===== src/rtl/vrs_pkg.sv =====
package vrs_pkg;
  localparam int unsigned ROM_AW_DEF     = 7;
  localparam int unsigned ROM_DW_DEF     = 8;
  localparam int unsigned WARM_EDGES_DEF = 9;
  localparam int unsigned SYNC_DEF       = 2;

  typedef enum logic [0:0] {
    SEQ_WARMUP = 1'b0,
    SEQ_STREAM = 1'b1
  } seq_phase_e;
endpackage


===== src/rtl/vrs_edge_sync.sv =====
module vrs_edge_sync #(
  parameter int unsigned STAGES = 2
) (
  input  logic clk,
  input  logic rst_n,
  input  logic async_in,
  output logic rise_pulse
);
  // One extra stage past the synchroniser holds the previous level.
  localparam int unsigned CHAIN_W = STAGES + 1;

  logic [CHAIN_W-1:0] chain_q;

  always_ff @(posedge clk) begin
    if (!rst_n) begin
      chain_q <= '1;
    end else begin
      chain_q <= {chain_q[CHAIN_W-2:0], async_in};
    end
  end

  assign rise_pulse = chain_q[STAGES-1] & ~chain_q[STAGES];
endmodule


===== src/rtl/vrs_regfile.sv =====
module vrs_regfile #(
  parameter int unsigned AW = 7,
  parameter int unsigned DW = 8
) (
  input  logic          clk,
  input  logic          we,
  input  logic [AW-1:0] waddr,
  input  logic [DW-1:0] wdata,
  input  logic [AW-1:0] raddr,
  output logic [DW-1:0] rdata
);
  localparam int unsigned DEPTH = 1 << AW;

  logic [DW-1:0] cells [DEPTH];

  always_ff @(posedge clk) begin
    if (we) begin
      cells[waddr] <= wdata;
    end
  end

  assign rdata = cells[raddr];
endmodule


===== src/rtl/vrs_sequencer.sv =====
module vrs_sequencer
  import vrs_pkg::*;
#(
  parameter int unsigned AW         = 7,
  parameter int unsigned DW         = 8,
  parameter int unsigned WARM_EDGES = 9
) (
  input  logic          clk,
  input  logic          rst_n,
  input  logic          step,
  input  logic          enable,
  input  logic [DW-1:0] fetch_data,
  output logic [AW-1:0] fetch_addr,
  output logic          line_oe,
  output logic          line_val,
  output logic          warm_done,
  output logic [$clog2(DW+1)-1:0] slot,
  output logic [AW-1:0] addr
);
  localparam int unsigned SLOT_W = $clog2(DW + 1);
  localparam int unsigned WARM_W = $clog2(WARM_EDGES + 1);
  localparam logic [SLOT_W-1:0] NULL_SLOT = SLOT_W'(DW);
  localparam logic [WARM_W-1:0] WARM_LAST = WARM_W'(WARM_EDGES - 1);

  seq_phase_e         phase_q;
  logic [WARM_W-1:0]  warm_q;
  logic [SLOT_W-1:0]  slot_q;
  logic [AW-1:0]      addr_q;
  logic [DW-1:0]      byte_q;
  logic [DW-1:0]      shifted;
  logic               oe_q;
  logic               val_q;

  // Prefetch: during warm-up the first byte, while streaming the following one.
  assign fetch_addr = (phase_q == SEQ_STREAM) ? addr_q + AW'(1) : addr_q;

  always_comb begin
    shifted = byte_q << slot_q;
  end

  always_ff @(posedge clk) begin
    if (!rst_n) begin
      phase_q <= SEQ_WARMUP;
      warm_q  <= '0;
      slot_q  <= '0;
      addr_q  <= '0;
      byte_q  <= '0;
      oe_q    <= 1'b0;
      val_q   <= 1'b1;
    end else if (!enable) begin
      oe_q  <= 1'b0;
      val_q <= 1'b1;
    end else if (step) begin
      case (phase_q)
        SEQ_WARMUP: begin
          oe_q   <= 1'b0;
          val_q  <= 1'b1;
          warm_q <= warm_q + WARM_W'(1);
          if (warm_q == WARM_LAST) begin
            phase_q <= SEQ_STREAM;
            byte_q  <= fetch_data;
          end
        end
        default: begin
          if (slot_q == NULL_SLOT) begin
            oe_q   <= 1'b0;
            val_q  <= 1'b1;
            slot_q <= '0;
            addr_q <= addr_q + AW'(1);
            byte_q <= fetch_data;
          end else begin
            oe_q   <= 1'b1;
            val_q  <= shifted[DW-1];
            slot_q <= slot_q + SLOT_W'(1);
          end
        end
      endcase
    end
  end

  assign line_oe   = oe_q;
  assign line_val  = val_q;
  assign warm_done = (phase_q == SEQ_STREAM);
  assign slot      = slot_q;
  assign addr      = addr_q;
endmodule


===== src/rtl/vclk_rom_streamer.sv =====
module vclk_rom_streamer
  import vrs_pkg::*;
#(
  parameter int unsigned ROM_AW     = ROM_AW_DEF,
  parameter int unsigned ROM_DW     = ROM_DW_DEF,
  parameter int unsigned WARM_EDGES = WARM_EDGES_DEF,
  parameter int unsigned SYNC       = SYNC_DEF
) (
  input  logic              clk,
  input  logic              rst_n,
  input  logic              vclk_in,
  input  logic              stream_en,
  input  logic              wr_valid,
  output logic              wr_ready,
  input  logic [ROM_AW-1:0] wr_addr,
  input  logic [ROM_DW-1:0] wr_data,
  output logic              sda_oe,
  output logic              sda_out
);
  localparam int unsigned SLOT_W = $clog2(ROM_DW + 1);

  logic              vclk_rise;
  logic              rdy_q;
  logic [ROM_AW-1:0] fetch_addr;
  logic [ROM_DW-1:0] fetch_data;
  logic              warm_done;
  logic [SLOT_W-1:0] seq_slot;
  logic [ROM_AW-1:0] seq_addr;

  always_ff @(posedge clk) begin
    if (!rst_n) rdy_q <= 1'b0;
    else        rdy_q <= 1'b1;
  end
  assign wr_ready = rdy_q;

  vrs_edge_sync #(.STAGES(SYNC)) i_sync (
    .clk        (clk),
    .rst_n      (rst_n),
    .async_in   (vclk_in),
    .rise_pulse (vclk_rise)
  );

  vrs_regfile #(.AW(ROM_AW), .DW(ROM_DW)) i_rf (
    .clk   (clk),
    .we    (wr_valid & rdy_q),
    .waddr (wr_addr),
    .wdata (wr_data),
    .raddr (fetch_addr),
    .rdata (fetch_data)
  );

  vrs_sequencer #(.AW(ROM_AW), .DW(ROM_DW), .WARM_EDGES(WARM_EDGES)) i_seq (
    .clk        (clk),
    .rst_n      (rst_n),
    .step       (vclk_rise),
    .enable     (stream_en),
    .fetch_data (fetch_data),
    .fetch_addr (fetch_addr),
    .line_oe    (sda_oe),
    .line_val   (sda_out),
    .warm_done  (warm_done),
    .slot       (seq_slot),
    .addr       (seq_addr)
  );
endmodule


===== config.mk =====
export PLATFORM = sky130hd
export DESIGN_NAME = vclk_rom_streamer
export DESIGN_NICKNAME = d
export VERILOG_FILES = /design/src/rtl/vrs_pkg.sv /design/src/rtl/vrs_edge_sync.sv /design/src/rtl/vrs_regfile.sv /design/src/rtl/vrs_sequencer.sv /design/src/rtl/vclk_rom_streamer.sv
export SDC_FILE = /design/constraint.sdc
export NUM_CORES = 1
export LEC_CHECK = 0
export CELL_PAD_IN_SITES_DETAIL_PLACEMENT = 2
export CELL_PAD_IN_SITES_GLOBAL_PLACEMENT = 2
export CORE_ASPECT_RATIO = 0.7
export CORE_UTILIZATION = 49
export DETAILED_ROUTE_END_ITERATION = 12
export PLACE_DENSITY = 0.8
export SYNTH_ARGS = -nofsm -noshare
export SYNTH_HDL_FRONTEND = slang
export SYNTH_SLANG_ARGS = --single-unit

===== constraint.sdc =====
create_clock -name clk -period 4 [get_ports clk]
set_clock_uncertainty 0.1 [all_clocks]
set_input_delay 0.6 -clock clk [delete_from_list [all_inputs] [get_ports clk]]
set_output_delay 0.6 -clock clk [all_outputs]
set_load 0.005 [all_outputs]

==> impl_metrics.toml <==
[die]
die_h_microns = 249.0
dieArea_sq_um = 88380
design.core.area_sq_um = 86260
rows = 90
ios = 23
dieWidth_microns = 354.9
initial_core_util = 0.4952

[flow_run]
drv_cap = 0

[synthesis]
synth_area_per_cell_sq_um = 17.78
muxShareOfSynthArea = 0.1559
synth.cell_area_sq_um = 42720
async_reset_ff_frac = 0
synth-xor-area-share = 0.004101
ys_types = 57
synth_compound_area_frac = 0.03055
synth_flop_cell = "edfxtp_1"
synthAdderAreaFrac = 0.001465
syn_nets = 2428
yosys.area_share.simple = 0.05249
ys_seq_area_frac = 0.7339
synth-seq-cells = 1054
yosysWarnings = 0
synth_top_family_by_area = "multiplexers"
synth_edf_count = 1024
syn_inst = 2403

[final_layout]
instances_no_fill = 3877
drive_gt1_frac = 0.1979
fillers = 7347
finalCoreUtilization = 0.5667
fin_nets = 2666
area_growth_pct = 14.44

[clock_network]
cts_tree = "yes"
cts_hold_buf = 0
clock_latency_ns = 0.71
cts_made_buffers = 99
clock_path_buffers = 3
cts_sinks = 1054
path_clk_slew_ns = 0.07
clock-root-buffer = "clkbuf_16"
htree_levels = 3

[critical_path]
crit_type = "flop to flop"
cp.arrival_ns = 4.44
crit_end = "i_seq.byte_q[6]"
end_kind = "flop"
worstPathRequired_ns = 4.46
cp-start-kind = "flop"
rrSetupSlack_ns = 0.03
setup.worst_path.start = "i_seq.addr[1]"
crit_fanout = 20
reg2reg_depth = 9
r2r_end = "i_seq.byte_q[6]"
timing.rr.start = "i_seq.addr[1]"

[detailed_routing]
wl_microns = 161000
drtIter0Drc = 3902
drt.antenna.violating_nets = 0
drt_pre_antenna_iters = 7
routed-via-count = 26320
post_drt_wl_per_cell_microns = 41.54
via_per_inst = 6.789
remaining_drc_errors = 0

[sta]
setup_viol = 0
worst_pin_slew_ns = 1.284
period_minus_slack_ns = 3.972
whs_ns = 0.3181
slew_headroom = 0.1441
fmax_mhz = 251.8
slew_viol_final = 0
rsz0062_at_grt = "no"
hold_viol_final = 0
timing.final.ws_setup_ns = 0.02836
period_share = 0.9929

[placement]
placed_cells = 3686
pre_cts_ws_ns = -0.7401
io_buffers = 22
hpwlAfterDp_microns = 96450
gp_congestion = 0.8835

[min_path]
worstHoldPathType = "flop to flop"

[power_and_ir_drop]
p_leak_uw = 0.01835
power.total_uw = 22300
peakVddDrop_mv = 0.3933
pwr_density_cell_nw_per_um2 = 456.2

[global_route]
grt_pass1_vias = 27530
grt-ovfl-total = 0
grt_pass1_wl_microns = 225600
antenna_found_initial = 15
grt_max_degree = 98
grt_usage = 0.3670

[status]
outcome = "complete, no violations"
[per-stage QoR]
| step | TNS [ns] | area [sq um] |
|---|---|---|
| 2_1_floorplan | 0 | 42720 |
| 3_3_place_gp | -0.4085 | 45680 |
| 3_5_place_dp | -1.225 | 45680 |
| 4_1_cts | 0 | 48870 |
| 5_1_grt | 0 | 48880 |
| 6_report | 0 | 48880 |
[Yosys cell counts, types with 39 or more instances]
master | n | area, sq um
a211oi_1 | 56 | 420.4
nand2_1 | 174 | 653.1
nor2_1 | 150 | 563.0
clkbuf_1 | 39 | 146.4
buf_2 | 40 | 200.2
mux4_2 | 126 | 2838
nand3_1 | 47 | 235.2
and2_1 | 66 | 412.9
a31oi_1 | 54 | 337.8
mux2i_1 | 374 | 3744
edfxtp_1 | 1024 | 30750
[critical path: stages, from the launching register on]
cell,delay [ns]
dfxtp_1,0.50
ha_1,0.35
mux2i_4,0.42
buf_4,0.48
mux2i_1,0.20
mux4_2,0.55
a22o_1,0.34
a2111oi_1,0.60
buf_4,0.21
nor3_1,0.07
[worst min-delay path by stage]
stage / from / endpoint / slack [ns] / depth (start not counted)
after detailed placement: i_sync.chain_q[0] / i_sync.chain_q[1] / 0.31 / 1
after global routing: i_sync.chain_q[0] / i_sync.chain_q[1] / 0.34 / 1
after floorplan: i_sync.chain_q[0] / i_sync.chain_q[1] / 0.29 / 1
after CTS: i_sync.chain_q[0] / i_sync.chain_q[1] / 0.32 / 1
after global placement: i_sync.chain_q[0] / i_sync.chain_q[1] / 0.31 / 1
final: i_sync.chain_q[0] / i_sync.chain_q[1] / 0.32 / 1
[report_power, final]
| part | leakage (uW) | internal (uW) | total [uW] | switching (uW) |
|---|---|---|---|---|
| Sequential | 0.00945 | 12100 | 12100 | 6.09 |
| Clock | 0.00152 | 5260 | 9830 | 4580 |
| Combinational | 0.00738 | 50.3 | 353 | 302 |
[cells by family (layout without fill, tap and decap cells)]
| logic type | after synthesis | after routing |
|---|---|---|
| compound gates | 185 | 185 |
| xor+xnor | 17 | 17 |
| fa+ha+maj | 5 | 5 |
| buf+inv | 143 | 463 |
| flops | 1054 | 1054 |
| mux | 506 | 506 |
| other cells | 0 | 4 |
| simple gates | 493 | 493 |
[layout by cell type (no fill, tap or decap), types with 9 or more instances in the layout]
master           instances
dfxtp_1                 29
a31oi_1                 54
clkinv_1                25
a21oi_1                 12
clkbuf_1                26
a311oi_1                10
edfxtp_1              1024
clkbuf_16              102
and2_1                  66
nand2_1                173
nor2b_1                  9
clkinv_2                16
nor2_1                 150
nand3_1                 47
buf_12                  24
buf_4                  236
o21ai_0                 15
clkdlybuf4s50_1         14
a211oi_1                56
mux2i_1                374
nand4_1                 10
bufinv_16                9
mux4_2                 126
[layout make-up]
| class | instances | area [sq um] | area share |
|---|---|---|---|
| inverters | 6 | 22.52 | 0.0004607 |
| diodes | 4 | 10.01 | 0.0002048 |
| multi-input cells | 1206 | 10530 | 0.2154 |
| repair buffers | 274 | 2392 | 0.04894 |
| clock inverters | 55 | 490.5 | 0.01003 |
| well taps | 1150 | 1439 | 0.02943 |
| flip-flops and latches | 1054 | 31350 | 0.6413 |
| clock buffers | 128 | 2650 | 0.05421 |
[state kept, by name, summed over array words and instances (netlist names)]
signal and count:
i_rf.cells 1024, i_seq.addr 7, i_seq.byte_q 8, i_seq.line_oe 1
i_seq.line_val 1, i_seq.slot 4, i_seq.warm_done 1, i_seq.warm_q 4
i_sync.chain_q 3, wr_ready 1
[per-layer routing]
layer | up-vias | share of wire | GRT usage
met4 | 12 | 0.035 | 0.1153
met5 | - | 0.00048 | 0
li1 | 9963 | - | -
met1 | 14010 | 0.40 | 0.5227
met2 | 1943 | 0.46 | 0.5609
met3 | 395 | 0.11 | 0.08857
[what timing repair did]
item                       in CTS  in global routing
hold endpoints to repair        0                  0
setup endpoints to repair       5                  0
setup buffers                   4                  0
gates resized for setup         4                  0
Power figures use the tool's default switching activity.
